<file path="src/rtl/cfgi2c_pkg.sv">
package cfgi2c_pkg;
    localparam int NUM_REGS = 6;
    localparam int RO_REG   = 4;
    localparam int SKIP     = 2;
    localparam int IDX_W    = $clog2(NUM_REGS + SKIP + 1);

    typedef logic [IDX_W-1:0] idx_t;
    typedef logic [7:0]       byte_t;

    typedef enum logic [2:0] {
        ST_IDLE, ST_ADDR, ST_ACK, ST_RX, ST_TX, ST_HACK
    } link_st_e;
endpackage

</file>
<file path="src/rtl/cfgi2c_line_sync.sv">
module cfgi2c_line_sync #(
    parameter int STAGES = 2
) (
    input  logic clk,
    input  logic rst_n,
    input  logic scl_i,
    input  logic sda_i,
    output logic sda_s,
    output logic scl_rise,
    output logic scl_fall,
    output logic start_det,
    output logic stop_det
);
    typedef struct packed {
        logic [STAGES-1:0] scl_p;
        logic [STAGES-1:0] sda_p;
        logic              scl_l;
        logic              sda_l;
    } sync_t;

    sync_t d, q;
    logic  scl_s;

    always_comb begin
        d       = q;
        d.scl_p = {q.scl_p[STAGES-2:0], scl_i};
        d.sda_p = {q.sda_p[STAGES-2:0], sda_i};
        d.scl_l = q.scl_p[STAGES-1];
        d.sda_l = q.sda_p[STAGES-1];
    end

    always_ff @(posedge clk or negedge rst_n) begin
        if (!rst_n) q <= '1;
        else        q <= d;
    end

    assign scl_s     = q.scl_p[STAGES-1];
    assign sda_s     = q.sda_p[STAGES-1];
    assign scl_rise  = scl_s & ~q.scl_l;
    assign scl_fall  = ~scl_s & q.scl_l;
    assign start_det = scl_s & q.scl_l & q.sda_l & ~sda_s;
    assign stop_det  = scl_s & q.scl_l & ~q.sda_l & sda_s;
endmodule

</file>
<file path="src/rtl/cfgi2c_link.sv">
module cfgi2c_link
    import cfgi2c_pkg::*;
#(
    parameter logic [6:0] DEV_ADDR = 7'h69
) (
    input  logic  clk,
    input  logic  rst_n,
    input  logic  sda_s,
    input  logic  scl_rise,
    input  logic  scl_fall,
    input  logic  start_det,
    input  logic  stop_det,
    input  byte_t rd_data,
    output idx_t  rd_idx,
    output logic  wr_en,
    output idx_t  wr_idx,
    output byte_t wr_data,
    output logic  sda_oe
);
    localparam idx_t WR_LAST = idx_t'(NUM_REGS + SKIP);
    localparam idx_t RD_LAST = idx_t'(NUM_REGS + 1);

    typedef struct packed {
        link_st_e st;
        logic [3:0] cnt;
        byte_t    sh;
        logic     rw;
        idx_t     idx;
        logic     oe;
        logic     nack;
    } link_t;

    link_t d, q;

    always_comb begin
        d       = q;
        wr_en   = 1'b0;
        wr_idx  = idx_t'(q.idx - idx_t'(SKIP));
        wr_data = q.sh;
        if (start_det) begin
            d.st  = ST_ADDR;
            d.cnt = '0;
            d.oe  = 1'b0;
            d.idx = '0;
        end else if (stop_det) begin
            d.st = ST_IDLE;
            d.oe = 1'b0;
        end else begin
            unique case (q.st)
                ST_ADDR, ST_RX: begin
                    if (scl_rise) begin
                        d.sh  = {q.sh[6:0], sda_s};
                        d.cnt = q.cnt + 4'd1;
                    end else if (scl_fall && q.cnt == 4'd8) begin
                        if (q.st == ST_ADDR) begin
                            if (q.sh[7:1] == DEV_ADDR) begin
                                d.rw = q.sh[0];
                                d.oe = 1'b1;
                                d.st = ST_ACK;
                            end else begin
                                d.st = ST_IDLE;
                            end
                        end else begin
                            wr_en = (q.idx >= idx_t'(SKIP)) && (q.idx < WR_LAST);
                            if (q.idx != WR_LAST) d.idx = q.idx + idx_t'(1);
                            d.oe = 1'b1;
                            d.st = ST_ACK;
                        end
                    end
                end
                ST_ACK: begin
                    if (scl_fall) begin
                        d.cnt = '0;
                        if (q.rw) begin
                            d.sh = rd_data;
                            d.oe = ~rd_data[7];
                            d.st = ST_TX;
                        end else begin
                            d.oe = 1'b0;
                            d.st = ST_RX;
                        end
                    end
                end
                ST_TX: begin
                    if (scl_rise) begin
                        d.cnt = q.cnt + 4'd1;
                    end else if (scl_fall) begin
                        if (q.cnt == 4'd8) begin
                            d.oe = 1'b0;
                            d.st = ST_HACK;
                            if (q.idx != RD_LAST) d.idx = q.idx + idx_t'(1);
                        end else begin
                            d.sh = {q.sh[6:0], 1'b1};
                            d.oe = ~q.sh[6];
                        end
                    end
                end
                ST_HACK: begin
                    if (scl_rise) begin
                        d.nack = sda_s;
                    end else if (scl_fall) begin
                        if (q.nack) begin
                            d.st = ST_IDLE;
                        end else begin
                            d.sh  = rd_data;
                            d.oe  = ~rd_data[7];
                            d.cnt = '0;
                            d.st  = ST_TX;
                        end
                    end
                end
                default: ;
            endcase
        end
    end

    always_ff @(posedge clk or negedge rst_n) begin
        if (!rst_n) q <= '{st: ST_IDLE, default: '0};
        else        q <= d;
    end

    assign rd_idx = q.idx;
    assign sda_oe = q.oe;
endmodule

</file>
<file path="src/rtl/cfgi2c_regfile.sv">
module cfgi2c_regfile
    import cfgi2c_pkg::*;
(
    input  logic       clk,
    input  logic       rst_n,
    input  logic [3:0] strap_fs,
    input  logic       strap_sel,
    input  logic       wr_en,
    input  idx_t       wr_idx,
    input  byte_t      wr_data,
    input  idx_t       rd_idx,
    output byte_t      rd_data,
    output logic [NUM_REGS-1:0][7:0] regs
);
    localparam byte_t CTRL_RST = 8'h20;

    logic [NUM_REGS-1:0][7:0] mem_d, mem_q;
    logic [3:0] fs_l;
    logic       sel_l;

    always_ff @(posedge clk) begin
        if (!rst_n) begin
            fs_l  <= strap_fs;
            sel_l <= strap_sel;
        end
    end

    for (genvar g = 0; g < NUM_REGS; g++) begin : g_byte
        if (g == RO_REG) begin : g_ro
            assign mem_d[g] = {2'b11, ~sel_l, 1'b1, ~fs_l[1], 1'b1, ~fs_l[3], 1'b1};
        end else begin : g_rw
            assign mem_d[g] = (wr_en && wr_idx == idx_t'(g)) ? wr_data : mem_q[g];
        end
    end

    always_ff @(posedge clk or negedge rst_n) begin
        if (!rst_n) begin
            mem_q    <= '1;
            mem_q[0] <= CTRL_RST;
        end else begin
            mem_q <= mem_d;
        end
    end

    always_comb begin
        rd_data = 8'hFF;
        if (rd_idx == '0) begin
            rd_data = byte_t'(NUM_REGS);
        end else begin
            for (int i = 0; i < NUM_REGS; i++)
                if (rd_idx == idx_t'(i + 1)) rd_data = mem_q[i];
        end
    end

    always_comb begin
        regs    = mem_q;
        regs[0] = mem_q[0];
        if (!mem_q[0][3]) regs[0] = {mem_q[0][7], fs_l[2:0], mem_q[0][3], fs_l[3], mem_q[0][1:0]};
    end
endmodule

</file>
<file path="src/rtl/cfg_i2c_slave.sv">
module cfg_i2c_slave
    import cfgi2c_pkg::*;
#(
    parameter logic [6:0] DEV_ADDR    = 7'h69,
    parameter int         SYNC_STAGES = 2
) (
    input  logic       clk,
    input  logic       rst_n,
    input  logic       scl_i,
    input  logic       sda_i,
    output logic       sda_oe,
    input  logic [3:0] strap_fs,
    input  logic       strap_sel,
    output logic [3:0] freq_code,
    output logic       freq_from_reg,
    output logic       spread_en,
    output logic       spread_down,
    output logic       outputs_off,
    output logic [7:0] cpu_en,
    output logic [7:0] pci_en,
    output logic [7:0] sdram_en,
    output logic [7:0] periph_en
);
    logic  sda_s, scl_rise, scl_fall, start_det, stop_det, wr_en;
    idx_t  rd_idx, wr_idx;
    byte_t rd_data, wr_data;
    logic [NUM_REGS-1:0][7:0] regs;

    cfgi2c_line_sync #(.STAGES(SYNC_STAGES)) u_sync (
        .clk(clk), .rst_n(rst_n), .scl_i(scl_i), .sda_i(sda_i),
        .sda_s(sda_s), .scl_rise(scl_rise), .scl_fall(scl_fall),
        .start_det(start_det), .stop_det(stop_det)
    );

    cfgi2c_link #(.DEV_ADDR(DEV_ADDR)) u_link (
        .clk(clk), .rst_n(rst_n), .sda_s(sda_s), .scl_rise(scl_rise),
        .scl_fall(scl_fall), .start_det(start_det), .stop_det(stop_det),
        .rd_data(rd_data), .rd_idx(rd_idx), .wr_en(wr_en), .wr_idx(wr_idx),
        .wr_data(wr_data), .sda_oe(sda_oe)
    );

    cfgi2c_regfile u_regs (
        .clk(clk), .rst_n(rst_n), .strap_fs(strap_fs), .strap_sel(strap_sel),
        .wr_en(wr_en), .wr_idx(wr_idx), .wr_data(wr_data), .rd_idx(rd_idx),
        .rd_data(rd_data), .regs(regs)
    );

    // regs[0] already carries the strap code in the code bit positions when bit 3 is clear
    assign freq_code     = {regs[0][2], regs[0][6], regs[0][5], regs[0][4]};
    assign freq_from_reg = regs[0][3];
    assign spread_down   = regs[0][7];
    assign spread_en     = regs[0][1];
    assign outputs_off   = regs[0][0];
    assign cpu_en        = regs[1];
    assign pci_en        = regs[2];
    assign sdram_en      = regs[3];
    assign periph_en     = regs[5];
endmodule


</file>
<file path="config.mk">
export PLATFORM = sky130hd
export DESIGN_NAME = cfg_i2c_slave
export DESIGN_NICKNAME = d
export VERILOG_FILES = /design/src/rtl/cfgi2c_pkg.sv /design/src/rtl/cfgi2c_line_sync.sv /design/src/rtl/cfgi2c_link.sv /design/src/rtl/cfgi2c_regfile.sv /design/src/rtl/cfg_i2c_slave.sv
export SDC_FILE = /design/constraint.sdc
export NUM_CORES = 1
export LEC_CHECK = 0
export ABC_AREA = 1
export BUFFER_PORTS_ARGS = -buffer_cell sky130_fd_sc_hd__buf_2
export CAP_MARGIN = 0
export CORE_AREA = 10 10 116 108
export CTS_CLUSTER_DIAMETER = 30
export DETAILED_ROUTE_END_ITERATION = 8
export DIE_AREA = 0 0 126 118
export GPL_TIMING_DRIVEN = 0
export PLACE_DENSITY_LB_ADDON = 0.1
export SYNTH_ARGS = -nofsm -noshare
export SYNTH_HDL_FRONTEND = slang
export SYNTH_SLANG_ARGS = --single-unit
export TNS_END_PERCENT = 5
</file>
<file path="constraint.sdc">
create_clock -name clk -period 4.15 [get_ports clk]
set_input_delay 0.2075 -clock clk [delete_from_list [all_inputs] [get_ports clk]]
set_output_delay 0.2075 -clock clk [all_outputs]
set_load 0.01 [all_outputs]
</file>
-- After elaboration in Yosys (flattened, before gate mapping)
Index checks and enable logic that the tools add are counted.
- bits in writable memories: 0
- bits in registers: 76
- memory bits (read-only): 0
- bits in latches: 0
- memories kept: 0
- logic and storage cells: 177
- reduce and logical (&&, ||, !) cells: 21
- order comparisons: 2
- multiplexer cells: 60
- equal/unequal tests: 53
- add/sub/neg operators: 3
- div/mod/pow operators: 0
- multipliers: 0
- shift-type cells: 0
- bitwise logic cells: 19
- operator list (kind ; number):
    two-way mux 8 bit ; 11
    case mux 15 bit (4 select lines) ; 1
    two-way mux 15 bit ; 3
    two-way mux 12 bit ; 2
    two-way mux 3 bit ; 8
    != test 4 x 3 -> 1 bit (second input constant) ; 6
    != test 3 x 2 -> 1 bit (second input constant) ; 7
    != test 3 bit (second input constant) ; 7
    two-way mux 4 bit ; 5
    != test 4 bit (second input constant) ; 5
    AND reduction 10 bit ; 2
    two-way mux 1 bit ; 18
    two-way mux 17 bit ; 1
    equality test 4 x 2 -> 1 bit (second input constant) ; 4
    equality test 4 x 3 -> 1 bit (second input constant) ; 4
    two-way mux 5 bit ; 3
    two-way mux 7 bit ; 2
    two-way mux 6 bit ; 2
    != test 2 bit (second input constant) ; 6
    NOT 1 bit ; 12
    AND reduction 12 bit ; 1
    AND reduction 9 bit ; 1
    adder 4 x 1 -> 4 bit (second input constant) ; 2
    equality test 4 x 1 -> 1 bit (second input constant) ; 2
    24 further kinds ; 43

-- Logic depth before layout (Yosys ltp)
- depth after elaboration: 15
- mapped depth: 14

-- Hierarchy
A second synthesis with hierarchy kept.
- cell total of the unflattened synthesis: 577
- area, all modules: 4697.0 um^2
- by module, submodules not included (module ; instances ; sequential area each (um^2) ; area each (um^2) ; cells an instance):
    cfgi2c_regfile ; 1 ; 1271.2 ; 2656.3 ; 299
    cfgi2c_link ; 1 ; 550.5 ; 1841.8 ; 261
    cfgi2c_line_sync ; 1 ; 157.7 ; 198.9 ; 17

-- Worst setup path after synthesis
No wires, ideal clock.
- path type: register to register
- start: register u_link.q (netlist bit u_link.rd_idx[2])
- end: register u_regs.mem_q[6] in the netlist's numbering
- stages on the path, launching flop included: 10
- slack: 2383 ps
- data required time: 4028 ps
- buffers on the path: 1
- data arrival time: 1644 ps
- cell sequence: dfrtp_1 > inv_1 > ha_1 > xnor2_1 > nand2_1 > nor2_1 > nand3_2 > buf_6 > nand2_1 > o21ai_2
- longest elaborated chain between the ends: 9
- elaborated cells on any way between the ends: 12
- ends and longest elaborated chain (what ; line ; text):
    from (decl) ; cfgi2c_link.sv:33 ; link_t d, q;
    from (signal assigned) ; cfgi2c_link.sv:118 ; if (!rst_n) q <= '{st: ST_IDLE, default: '0};
    from (signal assigned) ; cfgi2c_link.sv:119 ; else q <= d;
    >= comparator 4 x 2 -> 1 bit or less-than comparator 4 bit (tied branches) ; cfgi2c_link.sv:64 ; wr_en = (q.idx >= idx_t'(SKIP)) && (q.idx < WR_LAST);
    logical AND 1 bit ; cfgi2c_link.sv:64 ;
    two-way mux 1 bit ; cfgi2c_link.sv:55 ; if (q.st == ST_ADDR) begin
    two-way mux 1 bit ; cfgi2c_link.sv:54 ; end else if (scl_fall && q.cnt == 4'd8) begin
    two-way mux 1 bit ; cfgi2c_link.sv:51 ; if (scl_rise) begin
    two-way mux 1 bit ; cfgi2c_link.sv:49 ; unique case (q.st)
    two-way mux 1 bit ; cfgi2c_link.sv:45 ; end else if (stop_det) begin
    two-way mux 1 bit ; cfgi2c_link.sv:40 ; if (start_det) begin
    logical AND 1 bit (*) ; cfgi2c_regfile.sv:32 ; assign mem_d[g] = (wr_en && wr_idx == idx_t'(g)) ? wr_data : mem_q[g];
    to (signal assigned) ; cfgi2c_regfile.sv:41 ; mem_q <= mem_d;
    to (decl) ; cfgi2c_regfile.sv:17 ; logic [NUM_REGS-1:0][7:0] mem_d, mem_q;
Every way passes the cells marked *; elsewhere a longest branch is shown, timed or not.
A chain may end at the register's enable or synchronous reset.

-- Worst setup path in the final report
- start: register u_link.q (netlist bit u_link.rd_idx[2])
- end: register u_regs.mem_q (netlist bit u_regs.regs[43])
Same word-level chain as after synthesis.

==> results.ini <==
[worst_setup_path]
critPathLaunch = u_link.rd_idx[2]
startpoint_type = flop
critical_path_required_ns = 4.42
r2r-start = u_link.rd_idx[2]
endpoint_kind = flop
crit_arrival_ns = 2.46
crit_type = reg -> reg
path_max_fanout = 10

[finish]
drive_gt1_share_pct = 30.8
fillers = 1020
final_common_cell = nand2_1
syn_to_final_growth_pct = 17.4
layout_common_cells = nand2_1, inv_1, nor2_1, buf_2, dfstp_2
nNetsFinal = 637
num_antenna_cells = 0

[power_and_ir_drop]
combPwrFrac_pct = 25.4
power.total_mw = 2.29
p_clk_share_pct = 35.3
switching_share_pct = 34.6
cellPowerDensity_nw_per_um2 = 438
ir_worst_vdd_mv = 0.234
p_sw_mw = 0.792
p_seq_share_pct = 39.3
power_leakage_nw = 2.61
p_int_mw = 1.49

[global_route]
grt_start_max_net_pins = 52
grt_overflow_total = 0
antenna_found_initial = 0
grt_first_pass_wirelength_mm = 19.2
grt_pass1_vias = 3667
grtUsageTotal_pct = 15.7

[floorplanning]
die_h_um = 118
die_x_um = 126
coreArea_um2 = 10100
die_area_um2 = 14900
start_util_pct = 44.2
rows = 35
ioPinCount = 50

[routing]
routed_wl_mm = 11.5
num_vias = 3734
vias_per_cell = 4.96
drtIter0Drc = 231
drtAntennaViolNets = 0
drt-pass1-iter-count = 4
route.detailed.drc = 0
wire_per_inst_um = 15.3

[clock_network]
cts_buffer_depth = 2
cts_root_buf = clkbuf_16
clkSinkCount = 76
ctsResizeCount = 0
h-tree-depth = 3
numCtsBuffers = 9
clk_latency_ns = 0.34
post-cts-setup-buffers = 0
cts_hold_buf = 3
cts.clk_slew.worst_paths_ns = 0.06
cts_tree = yes

[placement]
gp_congestion = 0.894
dp_hpwl_mm = 8.89
portBuffers = 49

[timing]
finClkSkew_ns = 0.00660
max_slew.worst_pin.slew_ns = 0.397
rsz0062_at_grt = no
finalMaxSlewViolations = 0
hold_viol_final = 0
max_freq_mhz = 456
fin_setup_tns_ns = 0
min_period_over_period_pct = 52.8
period_needed_ns = 2.19
setup_viol = 0
maxSlewHeadroom_pct = 73.4

[yosys]
synth_area_um2 = 4450
synth_nets = 573
synth_cells = 555
yosys_warnings = 0
synth.distinct_cells = 36
avgSynthCellArea_um2 = 8.01
synth-seq-cells = 76
ys_seq_area_share_pct = 44.5

[min_path]
hold_path_class = in -> reg
holdCritStartpoint = strap_fs[2]

[run_status]
outcome = finished, final reports clean

[flow_run]
maxCapViolCount = 0

[power groups by stage]
stage	Sequential, mW	Combinational, mW	Clock [mW]
finish	0.900	0.580	0.807
global route	0.910	0.667	0.852
CTS	0.899	0.581	0.822
detailed placement	0.911	0.576	0
global placement	0.908	0.569	0
floorplan	0.893	0.409	0
[final cells by class]
cell class              instances  area [um^2]  share of cell area, %
repair buffers                 53          305                   5.84
flip-flops and latches         76         1980                   37.9
clock buffers                  14          297                   5.68
clock inverters                 2         12.5                  0.240
well taps                     129          161                   3.09
plain buffers                  47          362                   6.92
multi-input cells             370         1870                   35.9
inverters                      62          233                   4.46
[cell usage after synthesis]
library cell	count	area (um^2)
nor2_1	54	203
buf_4	36	270
inv_2	2	7.51
or2_2	3	18.8
nor4_4	1	21.3
nand3_2	5	50.1
o21bai_1	2	15.0
buf_2	4	20.0
o2111ai_1	1	8.76
o21ai_0	33	165
dfrtp_1	29	726
clkinv_1	1	3.75
o221ai_1	1	8.76
nor3_4	1	16.3
xor2_1	3	26.3
buf_6	6	67.6
dfstp_2	42	1100
nor2_4	1	11.3
nand2_2	3	18.8
nand2_4	2	22.5
nand2_1	138	518
nand3b_1	1	7.51
ha_1	9	113
xnor2_1	1	8.76
o21ai_2	15	131
nand3_1	19	95.1
nor3_1	6	30.0
edfxtp_1	5	150
nand4_1	5	31.3
a21oi_1	30	150
nor2_2	5	31.3
o21ai_1	28	140
a22oi_1	1	7.51
nand4_2	2	25.0
inv_1	59	221
clkbuf_1	1	3.75
[critical path: stages (launching register included)]
cell,delay [ns]
dfrtp_1,0.45
inv_1,0.16
ha_1,0.23
nand2_4,0.10
nand3_1,0.10
nand2_2,0.09
nor4_4,0.23
nand4_2,0.34
buf_6,0.27
o21ai_1,0.13
[kinds of logic (layout without fill, tap and decap cells)]
group	after synthesis	in the layout	share of synthesized area, %
AO/OA/AOI/OAI	111	111	14.1
flip-flops	76	76	44.5
buffers and inverters	109	178	13.4
AND/OR/NAND/NOR	246	246	24.7
XOR/XNOR	4	4	0.788
adder cells (fa/ha/maj)	9	9	2.53
[registers in the layout (all words and copies together) (netlist names)]
signal,cells
u_regs.regs,35
u_link.q,9
u_link.wr_data,8
u_regs.mem_q,8
u_link.rd_idx,4
u_regs.fs_l,4
u_sync.d,3
u_sync.q,2
u_link.sda_oe,1
u_regs.sel_l,1
u_sync.sda_s,1
[path summary, 6_finish.rpt]
kind | slack [ns] | cells past startpoint | end
max | 1.96 | 9 | u_regs.regs[43]
min | 0.04 | 1 | u_regs.fs_l[2]
max reg2reg | 1.96 | 9 | u_regs.regs[43]
min reg2reg | 0.35 | 0 | u_sync.d[1]
max in group asynchronous | 3.25 | 3 | u_regs.regs[21]
min in group asynchronous | 0.30 | 2 | u_link.sda_oe
[layer usage]
layer | part of all wire (%) | up-vias | global-route usage (%)
met5 | 0 | - | 0
met4 | 0.75 | 0 | 2.99
met3 | 3.9 | 10 | 4.14
met2 | 46 | 66 | 24.1
met1 | 49 | 1775 | 21.6
li1 | - | 1883 | -
[through the flow]
stage | cell area [um^2] | utilization (%) | instances | hold WS, ns | worst slack (ns)
4_1_cts | 5220 | 51.9 | 753 | 0.0371 | 1.94
6_report | 5220 | 51.9 | 753 | 0.0439 | 1.96
3_3_place_gp | 4850 | 48.2 | 733 | 0.316 | 1.91
5_1_grt | 5220 | 51.9 | 753 | 0.0347 | 1.83
2_1_floorplan | 4450 | - | 555 | -0.0881 | 2.38
3_5_place_dp | 4880 | 48.5 | 734 | 0.123 | 1.96
No activity file was read; power rests on OpenSTA's default activity.
